===== config.mk =====
export PLATFORM = sky130hd
export DESIGN_NAME = segdec_top
export DESIGN_NICKNAME = d
export VERILOG_FILES = /design/src/rtl/segdec_pkg.sv /design/src/rtl/segdec_ctrl.sv /design/src/rtl/segdec_dp.sv /design/src/rtl/segdec_top.sv
export SDC_FILE = /design/constraint.sdc
export NUM_CORES = 1
export LEC_CHECK = 0
export BUFFER_PORTS_ARGS = -buffer_cell sky130_fd_sc_hd__buf_2
export CAP_MARGIN = 20
export CORE_ASPECT_RATIO = 0.6
export CORE_MARGIN = 3
export CORE_UTILIZATION = 40
export DETAILED_ROUTE_END_ITERATION = 10
export PLACE_DENSITY = 0.68
export SYNTH_ARGS = -nofsm -noshare
export SYNTH_HDL_FRONTEND = slang
export SYNTH_HIERARCHICAL = 1
export SYNTH_SLANG_ARGS = --single-unit

===== constraint.sdc =====
create_clock -name clk -period 6.5 [get_ports clk]
set_input_delay 0.975 -clock clk [delete_from_list [all_inputs] [get_ports clk]]
set_output_delay 0.975 -clock clk [all_outputs]
set_load 0.05 [all_outputs]

===== src/rtl/segdec_pkg.sv =====
package segdec_pkg;
  localparam int NIB_W = 4;

  typedef enum logic [1:0] {
    MODE_HEX     = 2'd0,
    MODE_SPECIAL = 2'd1,
    MODE_RAW     = 2'd2
  } decMode_t;

  typedef struct packed {
    logic             valid;
    decMode_t         mode;
    logic [NIB_W-1:0] nib;
    logic             pointOn;
  } decStrobe_t;

  function automatic logic [6:0] hexGlyph(input logic [NIB_W-1:0] v);
    case (v)
      4'h0: hexGlyph = 7'h3F;
      4'h1: hexGlyph = 7'h06;
      4'h2: hexGlyph = 7'h5B;
      4'h3: hexGlyph = 7'h4F;
      4'h4: hexGlyph = 7'h66;
      4'h5: hexGlyph = 7'h6D;
      4'h6: hexGlyph = 7'h7D;
      4'h7: hexGlyph = 7'h07;
      4'h8: hexGlyph = 7'h7F;
      4'h9: hexGlyph = 7'h6F;
      4'hA: hexGlyph = 7'h77;
      4'hB: hexGlyph = 7'h7C;
      4'hC: hexGlyph = 7'h39;
      4'hD: hexGlyph = 7'h5E;
      4'hE: hexGlyph = 7'h79;
      default: hexGlyph = 7'h71;
    endcase
  endfunction
endpackage


===== src/rtl/segdec_ctrl.sv =====
module segdec_ctrl
  import segdec_pkg::*;
#(
  parameter int NUM_BANKS   = 5,
  parameter int GROUP_SPLIT = 3,
  parameter int SEL_W       = 3
) (
  input  logic                       clk,
  input  logic                       rstN,
  input  logic [SEL_W-1:0]           bankSel,
  input  logic [NUM_BANKS*NIB_W-1:0] dispNibbles,
  input  logic [2:0]                 pointCode,
  input  logic [7:0]                 cfgBits,
  output decStrobe_t                 strobe
);
  decMode_t             bankMode [NUM_BANKS];
  logic [NUM_BANKS-1:0] hMaskAll;

  // per-bank mode: own bit first, then the bank's group bit
  for (genvar b = 0; b < NUM_BANKS; b++) begin : g_mode
    localparam int GRP_BIT = (b < GROUP_SPLIT) ? 6 : 7;
    always_comb begin
      if (!cfgBits[b+1])        bankMode[b] = MODE_HEX;
      else if (cfgBits[GRP_BIT]) bankMode[b] = MODE_SPECIAL;
      else                       bankMode[b] = MODE_RAW;
    end
  end

  always_comb begin
    hMaskAll = '0;
    case (pointCode)
      3'd0: hMaskAll = '0;
      3'd6: hMaskAll[1:0] = 2'b11;
      3'd7: hMaskAll = '1;
      default: begin
        for (int b = 0; b < NUM_BANKS; b++)
          if (int'(pointCode) == b + 1) hMaskAll[b] = 1'b1;
      end
    endcase
  end

  always_comb begin
    strobe = '0;
    for (int b = 0; b < NUM_BANKS; b++) begin
      if (bankSel == SEL_W'(b)) begin
        strobe.valid   = 1'b1;
        strobe.mode    = bankMode[b];
        strobe.nib     = dispNibbles[b*NIB_W +: NIB_W];
        strobe.pointOn = hMaskAll[b];
      end
    end
  end

  p_point_single_r7: assert property (@(posedge clk) disable iff (!rstN)
    (pointCode >= 3'd1 && pointCode <= 3'd5) |-> $countones(hMaskAll) == 1);
  p_point_all_r7: assert property (@(posedge clk) disable iff (!rstN)
    (pointCode == 3'd7) |-> (&hMaskAll));
endmodule


===== src/rtl/segdec_dp.sv =====
module segdec_dp
  import segdec_pkg::*;
#(
  parameter logic [15:0][6:0] SPECIAL_GLYPHS = '0
) (
  input  logic       clk,
  input  logic       rstN,
  input  decStrobe_t strobe,
  output logic [7:0] segOut
);
  logic [6:0] glyph;

  always_comb begin
    glyph = '0;
    if (strobe.valid) begin
      case (strobe.mode)
        MODE_HEX:     glyph = hexGlyph(strobe.nib);
        MODE_SPECIAL: glyph = SPECIAL_GLYPHS[strobe.nib];
        default:      glyph = {3'b000, strobe.nib};
      endcase
    end
  end

  always_ff @(posedge clk) begin
    if (!rstN) segOut <= '0;
    else       segOut <= {strobe.valid & strobe.pointOn, glyph};
  end

  p_raw_efg_low_r5: assert property (@(posedge clk) disable iff (!rstN)
    (strobe.valid && strobe.mode == MODE_RAW) |=> segOut[6:4] == 3'b000);
  p_raw_direct_r5: assert property (@(posedge clk) disable iff (!rstN)
    (strobe.valid && strobe.mode == MODE_RAW) |=> segOut[3:0] == $past(strobe.nib));
  p_invalid_blank_r9: assert property (@(posedge clk) disable iff (!rstN)
    !strobe.valid |=> segOut == 8'h00);
  p_point_follow_r8: assert property (@(posedge clk) disable iff (!rstN)
    strobe.valid |=> segOut[7] == $past(strobe.pointOn));
endmodule


===== src/rtl/segdec_top.sv =====
module segdec_top
  import segdec_pkg::*;
#(
  parameter int NUM_BANKS   = 5,
  parameter int GROUP_SPLIT = 3,
  parameter logic [15:0][6:0] SPECIAL_GLYPHS = {
    7'h63, 7'h48, 7'h40, 7'h6E, 7'h1C, 7'h3E, 7'h50, 7'h73,
    7'h5C, 7'h54, 7'h38, 7'h1E, 7'h74, 7'h76, 7'h58, 7'h00},
  localparam int SEL_W  = 3,
  localparam int DISP_W = NUM_BANKS * NIB_W
) (
  input  logic              clk,
  input  logic              rstN,
  input  logic [SEL_W-1:0]  bankSel,
  input  logic [DISP_W-1:0] dispNibbles,
  input  logic [2:0]        pointCode,
  input  logic [7:0]        cfgBits,
  output logic [7:0]        segOut
);
  decStrobe_t strobe;

  segdec_ctrl #(
    .NUM_BANKS(NUM_BANKS), .GROUP_SPLIT(GROUP_SPLIT), .SEL_W(SEL_W)
  ) i_ctrl (
    .clk(clk), .rstN(rstN), .bankSel(bankSel), .dispNibbles(dispNibbles),
    .pointCode(pointCode), .cfgBits(cfgBits), .strobe(strobe)
  );

  segdec_dp #(.SPECIAL_GLYPHS(SPECIAL_GLYPHS)) i_dp (
    .clk(clk), .rstN(rstN), .strobe(strobe), .segOut(segOut)
  );
endmodule


# After elaboration in Yosys (flattened, before gate mapping)
# Memory sizes are Yosys's and may differ from the RTL's.
# Index checks and enable logic that the tools add are counted.
# W data, S select, Z words.
dict set report classes {
  n_addsub 0
  n_mul 0
  div 0
  n_lt_le_gt_ge 1
  eq_ne 12
  n_shift 0
  muxes 21
  n_bitwise 1
  n_reduce_logical 6
}
# cell count
set ops {}
lappend ops {{$mux W8} 5}
lappend ops {{$eq A3 B3 Y1 const B} 7}
lappend ops {{$mux W2} 7}
lappend ops {{$pmux W7 S2} 1}
lappend ops {{$eq A3 B2 Y1 const B} 3}
lappend ops {{$mux W7} 1}
lappend ops {{$logic_not A3 Y1} 2}
lappend ops {{$pmux W3 S2} 1}
lappend ops {{$lt A4 B5 Y1 const B} 1}
lappend ops {{$mux W1} 5}
lappend ops {{$pmux W2 S2} 1}
lappend ops {{$reduce_or A2 Y1} 2}
lappend ops {{$eq A3 B1 Y1 const B} 1}
lappend ops {{$eq A2 B1 Y1 const B} 1}
lappend ops {{$logic_not A2 Y1} 1}
lappend ops {{$reduce_and A2 Y1} 1}
lappend ops {{$and A1 B1 Y1} 1}
dict set report totals {
  regBits 8
  latchBits 0
  mem_bits_rw 0
  mem_bits_ro 224
  mem_count 2
}
# name words width read_ports rd_ports_with_merged_regs write_ports line_no
set mem_list {}
lappend mem_list {{(no name shown)} 16 7 1 0 0 segdec_dp.sv:18} ;# MODE_SPECIAL: glyph = SPECIAL_GLYPHS[strobe.nib];
lappend mem_list {{(no name shown)} 16 7 1 0 0 segdec_pkg.sv:18} ;# case (v)

# Logic depth before layout (Yosys ltp)
dict set report logic_depth {
  depth_word 11
  mapped_depth 11
  mapped_depth_nobuf 9
}

# By module
# Netlist, hierarchy kept.
# mod instances cells_each area_per_inst_um2 seq_area_each_um2
set modules_own_cells {}
lappend modules_own_cells {segdec_dp 1 85 723.2 160.2}
lappend modules_own_cells {segdec_ctrl 1 51 342.8 0.0}

# Least setup slack after synthesis
# OpenSTA, ideal clock, no wires.
dict set report synth_path {
  kind {in2reg}
  start {input port bankSel[0]}
  end {register i_dp.segOut[0]}
  setup_time_ns 0.071
  t_arrival_ns 2.796
  required_time_ns 6.429
  slack_ns 3.634
  path_stages 9
  path_buffers 1
  path_cell_list {buf_6 -> mux4_1 -> nand2_1 -> nand2_1 -> ha_1 -> a311oi_2 -> o21ai_1 -> a31o_1 -> a21oi_1}
}
# element line_no
set synth_lines {}
lappend synth_lines {{start: declaration} segdec_top.sv:14} ;# input logic [SEL_W-1:0] bankSel,
lappend synth_lines {{end signal: assignment} segdec_dp.sv:26} ;# else segOut <= {strobe.valid & strobe.pointOn, glyph};
lappend synth_lines {{end: declaration} segdec_dp.sv:9} ;# output logic [7:0] segOut

==> flow_summary.toml <==
[sta]
setup_viol = 0
worstMarginPinSlew_ns = 0.907
hold_ws_ns = 1.01
maxSlewViolCount = 0
rsz0062_at_grt = "false"
tns_ns = 0
relSlewSlack = 0.389
fmaxAchievable_mhz = 321
period_share = 0.479
finalHoldViolations = 0
setup_ws_ns = 3.39
period_minus_slack_ns = 3.11

[critical_path]
cp-end-kind = "flip-flop"
critPathBufInv = 2
startpoint_type = "input pin"
critPathArrivalTime_ns = 3.26
path_delay_family = "simple AND/OR/NAND/NOR gates"
crit_chain = "buf_2 > nor2_1 > nand3_1 > nand2_1 > inv_1 > ha_1 > a311oi_2 > o21ai_1 > a31o_1 > a21oi_1"
path_max_fanout = 13
crit_cells = 10
critical_path_class = "in -> reg"
slowest_delay_ns = 0.40
worstPathRequired_ns = 6.65
critical-path-slowest-cell = "nor2_1"

[clock_tree]
htreeDepth = 1
cts-root-buf = "clkbuf_8"
cts_sinks = 8
clkTransAtPathRegs_ns = 0.04
cts_tree = "yes"
cts_resized = 0
numCtsBuffers = 3
hold_buffers = 0
clockBufferDepth = 2
post_cts_buffers = 0

[finish]
area_growth_pct = 21.6
nNetsFinal = 221
layout_commonest_cell = "buf_2"
largest_reg_flops = 8
top_regs = "i_dp/segOut: 8 flops"
final_cell_mix = "42 x buf_2, 17 x nand2_1, 12 x a21oi_1"
largest-register = "i_dp/segOut"
drive_gt1_frac = 0.309
final_core_util = 0.553
antenna_cells = 0

[power_and_ir_drop]
ir_worst_vdd_mv = 0.0561
powerDensity_mw_per_mm2 = 171
p_leak_nw = 0.619
fin_total_pwr_mw = 0.222

[die]
core_area_mm2 = 0.00234
fp.dieW_um = 72.6
initial_core_util = 0.455
rows = 13
die_h_um = 46.0
io_pins = 44
dieArea_mm2 = 0.00334

[global_routing]
track_usage = 0.183
overflow = 0
grt_start_max_net_pins = 23
grt_pass1_vias = 1049
grt_pass1_wl_um = 4700
antenna_found_initial = 0

[synth]
syn_avg_cell_area_um2 = 7.84
synth_cell_types = 42
yosysWarnings = 6
synth.net_count = 180
synthArstFlopShare = 0
synth-edff-count = 0
synth_seq_cells = 8
synthFlopType = "dfxtp_1"
syn_area_mm2 = 0.00107
synthCells = 136
synth.largest_area_cell = "dfxtp_1"
yosysSeqAreaShare = 0.150
synth.area.top_cells = "dfxtp_1 15%, ha_1 9.4%, mux4_1 7.4%"
synth_top_area_share = 0.150

[job]
cap_violations = 0

[detailed_routing]
vias = 1165
wl_um = 2830
vias_per_cell = 5.68
drcViolationCount = 0
drtIter0Drc = 88
wl_per_cell_um = 13.8
dr.pass1.iters = 5
ant_nets = 0

[worst_hold_path]
hold_depth = 2
hp-class = "in -> reg"

[place]
io_buffers = 42
place.gp.congestion = 0.877
dp_hpwl_um = 2310
dpl_worst_slack_ns = 3.21

[run_status]
status = "finished clean"
==> cell usage after synthesis, drive strengths merged (3+ instances only) <==
cell     n
nor2b    3
o21ai   14
nor2     7
dfxtp    8
o211ai   3
mux2i    6
a21oi   12
ha       8
nand3    6
a21o     3
mux4     3
o22ai    3
nand2   17
inv      8
buf      7
==> power breakdown <==
| group | switching [mW] | internal, mW |
|---|---|---|
| combinational | 0.0685 | 0.0419 |
| sequential | 0.000853 | 0.0542 |
| clock | 0.0163 | 0.0398 |
| total | 0.0857 | 0.136 |
==> per-stage QoR <==
step	cells	instance area, µm²
after CTS	205	1300
final	205	1300
after detailed placement	202	1250
after floorplan	136	1070
after global placement	202	1250
after global routing	205	1300
==> path summary, 6_finish.rpt <==
check       start              to  slack (ns)
max    bankSel[0]  i_dp/segOut[0]        3.39
min          rstN  i_dp/segOut[7]        1.01
==> layer usage <==
metal  GRT usage  wire (µm)  part of all wire  vias to the layer above
li1            -          -                 -                      587
met1       0.259       1330              0.47                      526
met2       0.297       1250              0.44                       50
met3      0.0352        239             0.084                        2
met4      0.0221          4            0.0014                        0
met5           0          0                 0                        -
==> layout make-up <==
cell class | count | area (µm²)
Fill cell | 235 | 1050
Multi-Input combinational cell | 112 | 802
Timing Repair Buffer | 44 | 225
Sequential cell | 8 | 160
Clock buffer | 3 | 41.3
Tap cell | 30 | 37.5
Inverter | 8 | 30.0
==> cells by family after synthesis <==
kind of cell,Yosys count,share of synthesized area
AND/OR/NAND/NOR,45,0.211
AO/OA/AOI/OAI,49,0.306
multiplexers,10,0.141
buffers and inverters,16,0.0974
adder cells (fa/ha/maj),8,0.0939
flip-flops,8,0.150
No activity file was read; power rests on OpenSTA's default activity.
